===== config.mk =====
export PLATFORM = sky130hd
export DESIGN_NAME = burst_wr_arbiter
export DESIGN_NICKNAME = d
export VERILOG_FILES = /design/src/rtl/wr_arb_pkg.sv /design/src/rtl/arb_prio_pick.sv /design/src/rtl/arb_grant_fsm.sv /design/src/rtl/wr_chan_mux.sv /design/src/rtl/burst_wr_arbiter.sv
export SDC_FILE = /design/constraint.sdc
export NUM_CORES = 1
export LEC_CHECK = 0
export BUFFER_PORTS_ARGS = -buffer_cell sky130_fd_sc_hd__buf_2
export CORE_AREA = 2 2 168 170
export DETAILED_ROUTE_END_ITERATION = 8
export DIE_AREA = 0 0 170 172
export PLACE_DENSITY = 0.49
export SYNTH_ARGS = -nofsm -noshare
export SYNTH_HDL_FRONTEND = slang
export SYNTH_SLANG_ARGS = --single-unit

===== constraint.sdc =====
create_clock -name clk -period 2.9 [get_ports clk]
set_input_delay 0 -clock clk [delete_from_list [all_inputs] [get_ports clk]]
set_output_delay 0 -clock clk [all_outputs]
set_load 0.03 [all_outputs]

===== src/rtl/wr_arb_pkg.sv =====
package wr_arb_pkg;
    typedef enum logic {
        ARB_IDLE = 1'b0,
        ARB_BUSY = 1'b1
    } arb_state_e;
endpackage


===== src/rtl/arb_prio_pick.sv =====
module arb_prio_pick #(
    parameter int N_MST = 4,
    parameter int LEN_W = 8,
    parameter logic [N_MST*LEN_W-1:0] MST_LEN = {LEN_W'(1), LEN_W'(3), LEN_W'(7), LEN_W'(15)}
) (
    input  logic [N_MST-1:0] req,
    output logic [N_MST-1:0] win
);
    // Masters that outrank master k: shorter configured burst, or equal burst and lower index.
    function automatic logic [N_MST-1:0] ahead_of(input int k);
        logic [N_MST-1:0] m;
        m = '0;
        for (int j = 0; j < N_MST; j++) begin
            if ((MST_LEN[j*LEN_W +: LEN_W] < MST_LEN[k*LEN_W +: LEN_W]) ||
                ((MST_LEN[j*LEN_W +: LEN_W] == MST_LEN[k*LEN_W +: LEN_W]) && (j < k)))
                m[j] = 1'b1;
        end
        return m;
    endfunction

    for (genvar i = 0; i < N_MST; i++) begin : g_rank
        localparam logic [N_MST-1:0] AHEAD = ahead_of(i);
        assign win[i] = req[i] & ~(|(req & AHEAD));
    end
endmodule


===== src/rtl/arb_grant_fsm.sv =====
module arb_grant_fsm
    import wr_arb_pkg::*;
#(
    parameter int N_MST = 4
) (
    input  logic             clk,
    input  logic             rst_n,
    input  logic [N_MST-1:0] req,
    input  logic [N_MST-1:0] win,
    input  logic             done,
    output logic [N_MST-1:0] gnt,
    output logic             busy
);
    typedef struct packed {
        arb_state_e       st;
        logic [N_MST-1:0] gnt;
    } fsm_t;

    fsm_t r_d, r_q;

    always_comb begin
        r_d = r_q;
        unique case (r_q.st)
            ARB_IDLE: begin
                if (|req) begin
                    r_d.st  = ARB_BUSY;
                    r_d.gnt = win;
                end
            end
            ARB_BUSY: begin
                if (done) begin
                    if (|req) begin
                        r_d.gnt = win;
                    end else begin
                        r_d.st  = ARB_IDLE;
                        r_d.gnt = '0;
                    end
                end
            end
            default: r_d = '{st: ARB_IDLE, gnt: '0};
        endcase
    end

    always_ff @(posedge clk or negedge rst_n) begin
        if (!rst_n) r_q <= '{st: ARB_IDLE, gnt: '0};
        else        r_q <= r_d;
    end

    assign gnt  = r_q.gnt;
    assign busy = (r_q.st == ARB_BUSY);

    // ownership is frozen until the response handshake
    a_r5_hold: assert property (@(posedge clk) disable iff (!rst_n)
        (busy && !done) |=> (busy && $stable(gnt)));
    // with nothing pending at completion the arbiter goes idle
    a_r7_release: assert property (@(posedge clk) disable iff (!rst_n)
        (busy && done && !(|req)) |=> !busy);
    // idle without requests stays idle
    a_r2_stay_idle: assert property (@(posedge clk) disable iff (!rst_n)
        (!busy && !(|req)) |=> (!busy && (gnt == '0)));
    // a request seen in idle is granted on the next edge
    a_r10_take: assert property (@(posedge clk) disable iff (!rst_n)
        (!busy && (|req)) |=> (busy && ($countones(gnt) == 1)));
endmodule


===== src/rtl/wr_chan_mux.sv =====
module wr_chan_mux #(
    parameter int N_MST  = 4,
    parameter int ADDR_W = 32,
    parameter int DATA_W = 32,
    parameter int LEN_W  = 8,
    localparam int STRB_W = DATA_W / 8
) (
    input  logic                      clk,
    input  logic                      rst_n,
    input  logic [N_MST-1:0]          gnt,
    input  logic                      busy,
    input  logic                      done,
    input  logic [N_MST-1:0]          m_awvalid,
    output logic [N_MST-1:0]          m_awready,
    input  logic [N_MST*ADDR_W-1:0]   m_awaddr,
    input  logic [N_MST*LEN_W-1:0]    m_awlen,
    input  logic [N_MST-1:0]          m_wvalid,
    output logic [N_MST-1:0]          m_wready,
    input  logic [N_MST*DATA_W-1:0]   m_wdata,
    input  logic [N_MST*STRB_W-1:0]   m_wstrb,
    input  logic [N_MST-1:0]          m_wlast,
    output logic [N_MST-1:0]          m_bvalid,
    input  logic [N_MST-1:0]          m_bready,
    output logic [N_MST*2-1:0]        m_bresp,
    output logic                      s_awvalid,
    input  logic                      s_awready,
    output logic [ADDR_W-1:0]         s_awaddr,
    output logic [LEN_W-1:0]          s_awlen,
    output logic                      s_wvalid,
    input  logic                      s_wready,
    output logic [DATA_W-1:0]         s_wdata,
    output logic [STRB_W-1:0]         s_wstrb,
    output logic                      s_wlast,
    input  logic                      s_bvalid,
    output logic                      s_bready,
    input  logic [1:0]                s_bresp
);
    typedef struct packed {
        logic aw_done;
    } mux_t;

    mux_t r_d, r_q;
    logic aw_open;

    assign aw_open = busy & ~r_q.aw_done;

    always_comb begin
        s_awaddr = '0;
        s_awlen  = '0;
        s_wdata  = '0;
        s_wstrb  = '0;
        s_wlast  = 1'b0;
        for (int i = 0; i < N_MST; i++) begin
            if (gnt[i]) begin
                s_awaddr = m_awaddr[i*ADDR_W +: ADDR_W];
                s_awlen  = m_awlen[i*LEN_W +: LEN_W];
                s_wdata  = m_wdata[i*DATA_W +: DATA_W];
                s_wstrb  = m_wstrb[i*STRB_W +: STRB_W];
                s_wlast  = m_wlast[i];
            end
        end
    end

    assign s_awvalid = aw_open & (|(gnt & m_awvalid));
    assign s_wvalid  = busy & (|(gnt & m_wvalid));
    assign s_bready  = busy & (|(gnt & m_bready));

    assign m_awready = gnt & {N_MST{aw_open & s_awready}};
    assign m_wready  = gnt & {N_MST{busy & s_wready}};
    assign m_bvalid  = gnt & {N_MST{busy & s_bvalid}};

    for (genvar i = 0; i < N_MST; i++) begin : g_resp
        assign m_bresp[i*2 +: 2] = gnt[i] ? s_bresp : 2'b00;
    end

    always_comb begin
        r_d = r_q;
        if (!busy || done)                 r_d.aw_done = 1'b0;
        else if (s_awvalid && s_awready)   r_d.aw_done = 1'b1;
    end

    always_ff @(posedge clk or negedge rst_n) begin
        if (!rst_n) r_q <= '{aw_done: 1'b0};
        else        r_q <= r_d;
    end

    // an accepted address is not forwarded again in the same grant
    a_r8_single_aw: assert property (@(posedge clk) disable iff (!rst_n)
        (s_awvalid && s_awready) |=> !s_awvalid);
    // master-side handshake strobes reach at most one master
    a_r6_excl: assert property (@(posedge clk) disable iff (!rst_n)
        $onehot0(m_awready) && $onehot0(m_wready) && $onehot0(m_bvalid));
    // nothing leaves on the slave side without an owner
    a_r1_quiet: assert property (@(posedge clk) disable iff (!rst_n)
        !busy |-> (!s_awvalid && !s_wvalid && !s_bready));
endmodule


===== src/rtl/burst_wr_arbiter.sv =====
module burst_wr_arbiter #(
    parameter int N_MST  = 4,
    parameter int ADDR_W = 32,
    parameter int DATA_W = 32,
    parameter int LEN_W  = 8,
    parameter logic [N_MST*LEN_W-1:0] MST_LEN = {LEN_W'(1), LEN_W'(3), LEN_W'(7), LEN_W'(15)},
    localparam int STRB_W = DATA_W / 8
) (
    input  logic                      clk,
    input  logic                      rst_n,
    input  logic [N_MST-1:0]          m_awvalid,
    output logic [N_MST-1:0]          m_awready,
    input  logic [N_MST*ADDR_W-1:0]   m_awaddr,
    input  logic [N_MST*LEN_W-1:0]    m_awlen,
    input  logic [N_MST-1:0]          m_wvalid,
    output logic [N_MST-1:0]          m_wready,
    input  logic [N_MST*DATA_W-1:0]   m_wdata,
    input  logic [N_MST*STRB_W-1:0]   m_wstrb,
    input  logic [N_MST-1:0]          m_wlast,
    output logic [N_MST-1:0]          m_bvalid,
    input  logic [N_MST-1:0]          m_bready,
    output logic [N_MST*2-1:0]        m_bresp,
    output logic                      s_awvalid,
    input  logic                      s_awready,
    output logic [ADDR_W-1:0]         s_awaddr,
    output logic [LEN_W-1:0]          s_awlen,
    output logic                      s_wvalid,
    input  logic                      s_wready,
    output logic [DATA_W-1:0]         s_wdata,
    output logic [STRB_W-1:0]         s_wstrb,
    output logic                      s_wlast,
    input  logic                      s_bvalid,
    output logic                      s_bready,
    input  logic [1:0]                s_bresp
);
    logic [N_MST-1:0] win;
    logic [N_MST-1:0] gnt;
    logic             busy;
    logic             done;

    assign done = s_bvalid & s_bready;

    arb_prio_pick #(
        .N_MST  (N_MST),
        .LEN_W  (LEN_W),
        .MST_LEN(MST_LEN)
    ) u_pick (
        .req(m_awvalid),
        .win(win)
    );

    arb_grant_fsm #(
        .N_MST(N_MST)
    ) u_fsm (
        .clk  (clk),
        .rst_n(rst_n),
        .req  (m_awvalid),
        .win  (win),
        .done (done),
        .gnt  (gnt),
        .busy (busy)
    );

    wr_chan_mux #(
        .N_MST (N_MST),
        .ADDR_W(ADDR_W),
        .DATA_W(DATA_W),
        .LEN_W (LEN_W)
    ) u_mux (
        .clk      (clk),
        .rst_n    (rst_n),
        .gnt      (gnt),
        .busy     (busy),
        .done     (done),
        .m_awvalid(m_awvalid),
        .m_awready(m_awready),
        .m_awaddr (m_awaddr),
        .m_awlen  (m_awlen),
        .m_wvalid (m_wvalid),
        .m_wready (m_wready),
        .m_wdata  (m_wdata),
        .m_wstrb  (m_wstrb),
        .m_wlast  (m_wlast),
        .m_bvalid (m_bvalid),
        .m_bready (m_bready),
        .m_bresp  (m_bresp),
        .s_awvalid(s_awvalid),
        .s_awready(s_awready),
        .s_awaddr (s_awaddr),
        .s_awlen  (s_awlen),
        .s_wvalid (s_wvalid),
        .s_wready (s_wready),
        .s_wdata  (s_wdata),
        .s_wstrb  (s_wstrb),
        .s_wlast  (s_wlast),
        .s_bvalid (s_bvalid),
        .s_bready (s_bready),
        .s_bresp  (s_bresp)
    );

    // any non-empty request set yields exactly one candidate
    a_r3_one_winner: assert property (@(posedge clk) disable iff (!rst_n)
        (|m_awvalid) |-> ($countones(win) == 1));
    // the owner does not change while its response is outstanding
    a_r5_no_preempt: assert property (@(posedge clk) disable iff (!rst_n)
        ((gnt != '0) && !done) |=> $stable(gnt));
endmodule


==> metrics.md <==
| Metric | Value |
|---|---|
| Outcome | finished clean |
| Detailed-route wire length | about 18 mm |
| Data arrival time of the critical path | between 2 and 2.5 ns |
| Worst slew slack as a fraction of its limit | 46.47% |
| Minimum period implied by the final worst setup slack | about 2.4 ns |
| Clock tree skew after final layout | ~0.0032 ns |
| Buffer and inverter count on the worst path | 2 |
| Post-detailed-route count of antenna-violating nets | 0 |
| Largest buffer count on any clock path | 2 |
| Chain of cells forming the critical path | buf_12 -> a221oi_1 -> o31ai_1 -> buf_2 |
| Warning count from the yosys run | 0 |
| # rows | just over 60 |
| Maximum number of pins on one net before global-route repair | 84 |
| Start point of the worst hold path | s_awready |
| TritonCTS clock tree | built |
| R2r startpoint | u_fsm.gnt[2] |
| Grt total ovfl | 0 |
| Maximum fanout along the worst path | a little over 80 |
| Flip-flop and latch count after synthesis | 6 |
| Crit share post-route | between 80 and 90% |
| Final Core Density | around 20% |
| Gate Count Post-Synth | between 400 and 500 |
| Clock buffers created by TritonCTS | 3 |
| Worst setup slack for register-to-register paths | approximately 0.95 ns |
| Tightest Hold Check Type | in -> reg |
| Max IR drop VDD | between 0.0003 and 0.0004 V |
| DP Worst Slack | approximately 0.76 ns |
| Highest cell delay on the worst timing path | ~0.9 ns |
| Final RePlAce weighted congestion | approximately 0.8 |
| Wire length of the first global-routing pass | approximately 24 mm |
| Number of distinct standard cells referenced by the synthesized netlist | 33 |
| Total routing resource utilization after global routing | around a tenth |
| Post-DR vias/cell | approximately 4.3 |
| Endpoint required time on the critical path | roughly 2.9 ns |
| Clock transition at the registers of the reported paths | around 0.040 ns |
| Post-route cell area | about 5700 sq um |
| Worst reg-to-reg path cell count | 4 |
| Worst path slowest cell | sky130_fd_sc_hd__dfrtp_4 |
| Instance area after placement | between 5000 and 6000 sq um |
| Final routed wire length divided by cell count | approximately 15 um |
| Top cell family by delay on the critical path | flip-flops |
| Worst-Margin Slew | around 0.8 ns |
| Core Box Area | approximately 27000 sq um |
| Worst Setup Start Kind | register |
| Unrepaired setup endpoints after global routing | no |
| Initial antenna violation count | 1 |
| Die Y-Extent | about 170 um |
| Final hold slack | between 0.04 and 0.05 ns |
| Design Power | 5.461 mW |
| Max-slew violation total from the final report | 0 |
| Synthesized area per cell | approximately 7.6 sq um |
| Number of hold-slack violations in the final timing report | 0 |
| Initial standard-cell utilization of the core | between 10% and 20% |
| Sequential share of the synthesized area | ~4.6% |
| Horizontal die dimension | roughly 170 um |
| Insertion delay to the later sink of the worst-skew pair | roughly 0.23 ns |
| Layout cells sized above 1 | 62.95% |
| Non-filler instance count after layout | between 1000 and 1500 |
| Final #Nets | approximately 1100 |
| Reg-to-reg endpoint | u_fsm.gnt[3] |
| Number of sinks handled by clock tree synthesis | 6 |
| Static leakage | between 2 and 3 nW |
| Final worst-path setup slack | roughly 0.49 ns |
| Max-cap viol count | 0 |
| Number of buffers inserted by port buffering | about 430 |
| Syn_nets | around 750 |
| Max H-tree Level | 1 |
| Overall via count from detail_route | 4917 |
| Type of the setup path with the least slack | reg -> out |
| Via count of the first global-routing pass | roughly 4400 |
| Count of placed standard cells including taps | roughly 1100 |
| First-pass DRT Iterations | 4 |
| DRC violation total after the first TritonRoute iteration | ~220 |
| Fmax achieved | about 410 MHz |
| Post-Synthesis Cell Area | 3252 sq um |
| Worst Hold Endpoint | u_mux.r_q |
| Top-level I/O count | about 430 |
| Buffer type at the clock tree root | sky130_fd_sc_hd__clkbuf_16 |
| Endpoint class of the critical path | output port |
| Remaining design rule violation count | 0 |
| Count of final setup violators | 0 |
| Final-layout setup total negative slack | 0 ns |
| P&R area growth vs syn | 74.11% |
| Areal power density over the cells | between 900 and 1000 nW/um^2 |
| Postcts setup bufs | 0 |
| Cts repair resizes | 0 |
| HPWL after detailed placement | between 10 and 15 mm |
| Die outline area | around 29000 sq um |
| Cell count of the worst hold path | 3 |
[cell usage after synthesis]
cell type | instances | area [sq um]
sky130_fd_sc_hd__nor4_1 | 1 | 6.260
sky130_fd_sc_hd__a32o_1 | 2 | 20.02
sky130_fd_sc_hd__and3_1 | 9 | 56.30
sky130_fd_sc_hd__buf_2 | 13 | 65.06
sky130_fd_sc_hd__mux2_4 | 2 | 30.03
sky130_fd_sc_hd__o21ai_4 | 1 | 16.27
sky130_fd_sc_hd__a21boi_1 | 1 | 7.510
sky130_fd_sc_hd__nand2_1 | 80 | 300.3
sky130_fd_sc_hd__nor3_1 | 1 | 5.000
sky130_fd_sc_hd__buf_4 | 9 | 67.56
sky130_fd_sc_hd__nor3b_1 | 1 | 7.510
sky130_fd_sc_hd__a221oi_1 | 48 | 420.4
sky130_fd_sc_hd__a221oi_2 | 30 | 450.4
sky130_fd_sc_hd__buf_12 | 4 | 80.08
sky130_fd_sc_hd__and2_1 | 12 | 75.07
sky130_fd_sc_hd__o31ai_2 | 30 | 375.4
sky130_fd_sc_hd__nor2_1 | 2 | 7.510
sky130_fd_sc_hd__a22o_2 | 1 | 10.01
sky130_fd_sc_hd__o22a_2 | 1 | 10.01
sky130_fd_sc_hd__buf_6 | 3 | 33.78
sky130_fd_sc_hd__o31ai_1 | 47 | 352.8
sky130_fd_sc_hd__clkbuf_1 | 29 | 108.9
sky130_fd_sc_hd__o22ai_1 | 2 | 12.51
sky130_fd_sc_hd__nor2b_4 | 1 | 13.76
sky130_fd_sc_hd__inv_1 | 3 | 11.26
sky130_fd_sc_hd__a22o_4 | 1 | 17.52
sky130_fd_sc_hd__a22oi_1 | 2 | 15.01
sky130_fd_sc_hd__a21oi_1 | 2 | 10.01
sky130_fd_sc_hd__a22o_1 | 1 | 8.760
sky130_fd_sc_hd__nand2b_1 | 1 | 6.260
sky130_fd_sc_hd__nor2_2 | 1 | 6.260
sky130_fd_sc_hd__dfrtp_1 | 6 | 150.1
sky130_fd_sc_hd__nor2b_1 | 79 | 494.2
[what timing repair did]
action,CTS,global route
setup endpoints to repair,0,0
hold buffers,1,0
endpoints found under the hold margin,6,0
[worst max path at each step]
stage	start	end	cells after the start
2_1_floorplan	u_fsm.gnt[1]	s_awaddr[10]	6
3_3_place_gp	u_fsm.gnt[2]	s_wdata[31]	4
3_5_place_dp	u_fsm.gnt[2]	s_wdata[31]	4
4_1_cts	u_fsm.gnt[2]	s_wdata[31]	4
5_1_grt	u_fsm.gnt[2]	s_wdata[31]	4
6_report	u_fsm.gnt[2]	s_wdata[31]	4
[routing by layer]
layer / GRT usage [%] / part of all wire, % / vias to the layer above
li1: - / - / 2410
met1: 13.55 / 42 / 2272
met2: 18.60 / 50 / 227
met3: 1.511 / 6.9 / 8
met4: 1.078 / 0.50 / 0
met5: 0 / 0 / -
[layout by cell type (no fill, tap or decap)]
cell,Yosys,routed
sky130_fd_sc_hd__dfrtp_1,6,3
sky130_fd_sc_hd__a21boi_1,1,1
sky130_fd_sc_hd__a221oi_2,30,30
sky130_fd_sc_hd__clkbuf_16,0,3
sky130_fd_sc_hd__o31ai_2,30,30
sky130_fd_sc_hd__clkbuf_1,29,1
sky130_fd_sc_hd__a22o_4,1,1
sky130_fd_sc_hd__mux2_4,2,2
sky130_fd_sc_hd__o22a_2,1,1
sky130_fd_sc_hd__nor4_1,1,1
sky130_fd_sc_hd__buf_4,9,5
sky130_fd_sc_hd__and2_1,12,12
sky130_fd_sc_hd__nor2b_1,79,79
sky130_fd_sc_hd__a22oi_1,2,2
sky130_fd_sc_hd__o31ai_1,47,47
sky130_fd_sc_hd__nor3_1,1,1
sky130_fd_sc_hd__dlygate4sd3_1,0,1
sky130_fd_sc_hd__a22o_1,1,1
sky130_fd_sc_hd__a21oi_1,2,2
sky130_fd_sc_hd__nand2_1,80,80
sky130_fd_sc_hd__nor2_2,1,1
sky130_fd_sc_hd__nor2_1,2,2
sky130_fd_sc_hd__inv_1,3,3
sky130_fd_sc_hd__a221oi_1,48,48
sky130_fd_sc_hd__o22ai_1,2,2
sky130_fd_sc_hd__and3_1,9,9
sky130_fd_sc_hd__buf_12,4,3
sky130_fd_sc_hd__o21ai_4,1,1
sky130_fd_sc_hd__dfrtp_4,0,3
sky130_fd_sc_hd__a22o_2,1,1
sky130_fd_sc_hd__nor3b_1,1,1
sky130_fd_sc_hd__diode_2,0,1
sky130_fd_sc_hd__nand2b_1,1,1
sky130_fd_sc_hd__nor2b_4,1,1
sky130_fd_sc_hd__a32o_1,2,2
sky130_fd_sc_hd__buf_2,13,426
[power breakdown]
group	switching [mW]	leakage (nW)	internal (mW)	total (mW)
Combinational	3.14	2.71	1.72	4.85
Sequential	0.258	0.0685	0.121	0.379
Clock	0.0466	0.0382	0.182	0.229
Total	3.44	2.82	2.02	5.46
[final cells by class]
| type | count | area [sq um] |
|---|---|---|
| multi-input cells | 359 | 2735 |
| well taps | 346 | 432.9 |
| inverters | 3 | 11.26 |
| clock buffers | 4 | 78.83 |
| diodes | 1 | 2.502 |
| fillers | 3128 | 21810 |
| flip-flops and latches | 6 | 161.4 |
| repair buffers | 435 | 2240 |
[worst reg2reg max path, cell delays in order, from the launching register on]
cell                      delay, ns
sky130_fd_sc_hd__dfrtp_4       0.90
sky130_fd_sc_hd__a22o_2        0.34
sky130_fd_sc_hd__nor2_2        0.05
sky130_fd_sc_hd__o22a_2        0.24
sky130_fd_sc_hd__mux2_4        0.30
[logic make-up after synthesis]
| group | count (synthesis) | share of synthesized area [%] |
|---|---|---|
| AOI/OAI and AO/OA | 169 | 53.10 |
| DFF | 6 | 4.617 |
| muxes | 2 | 0.9235 |
| and+or+nand+nor | 188 | 30.09 |
| buffers and inverters | 61 | 11.27 |
[sequential cells by signal, indices dropped and copies added (netlist names)]
register    count
u_fsm.busy      1
u_mux.r_q       1
u_fsm.gnt       4
Note: power is estimated with default switching activity, not from simulation.
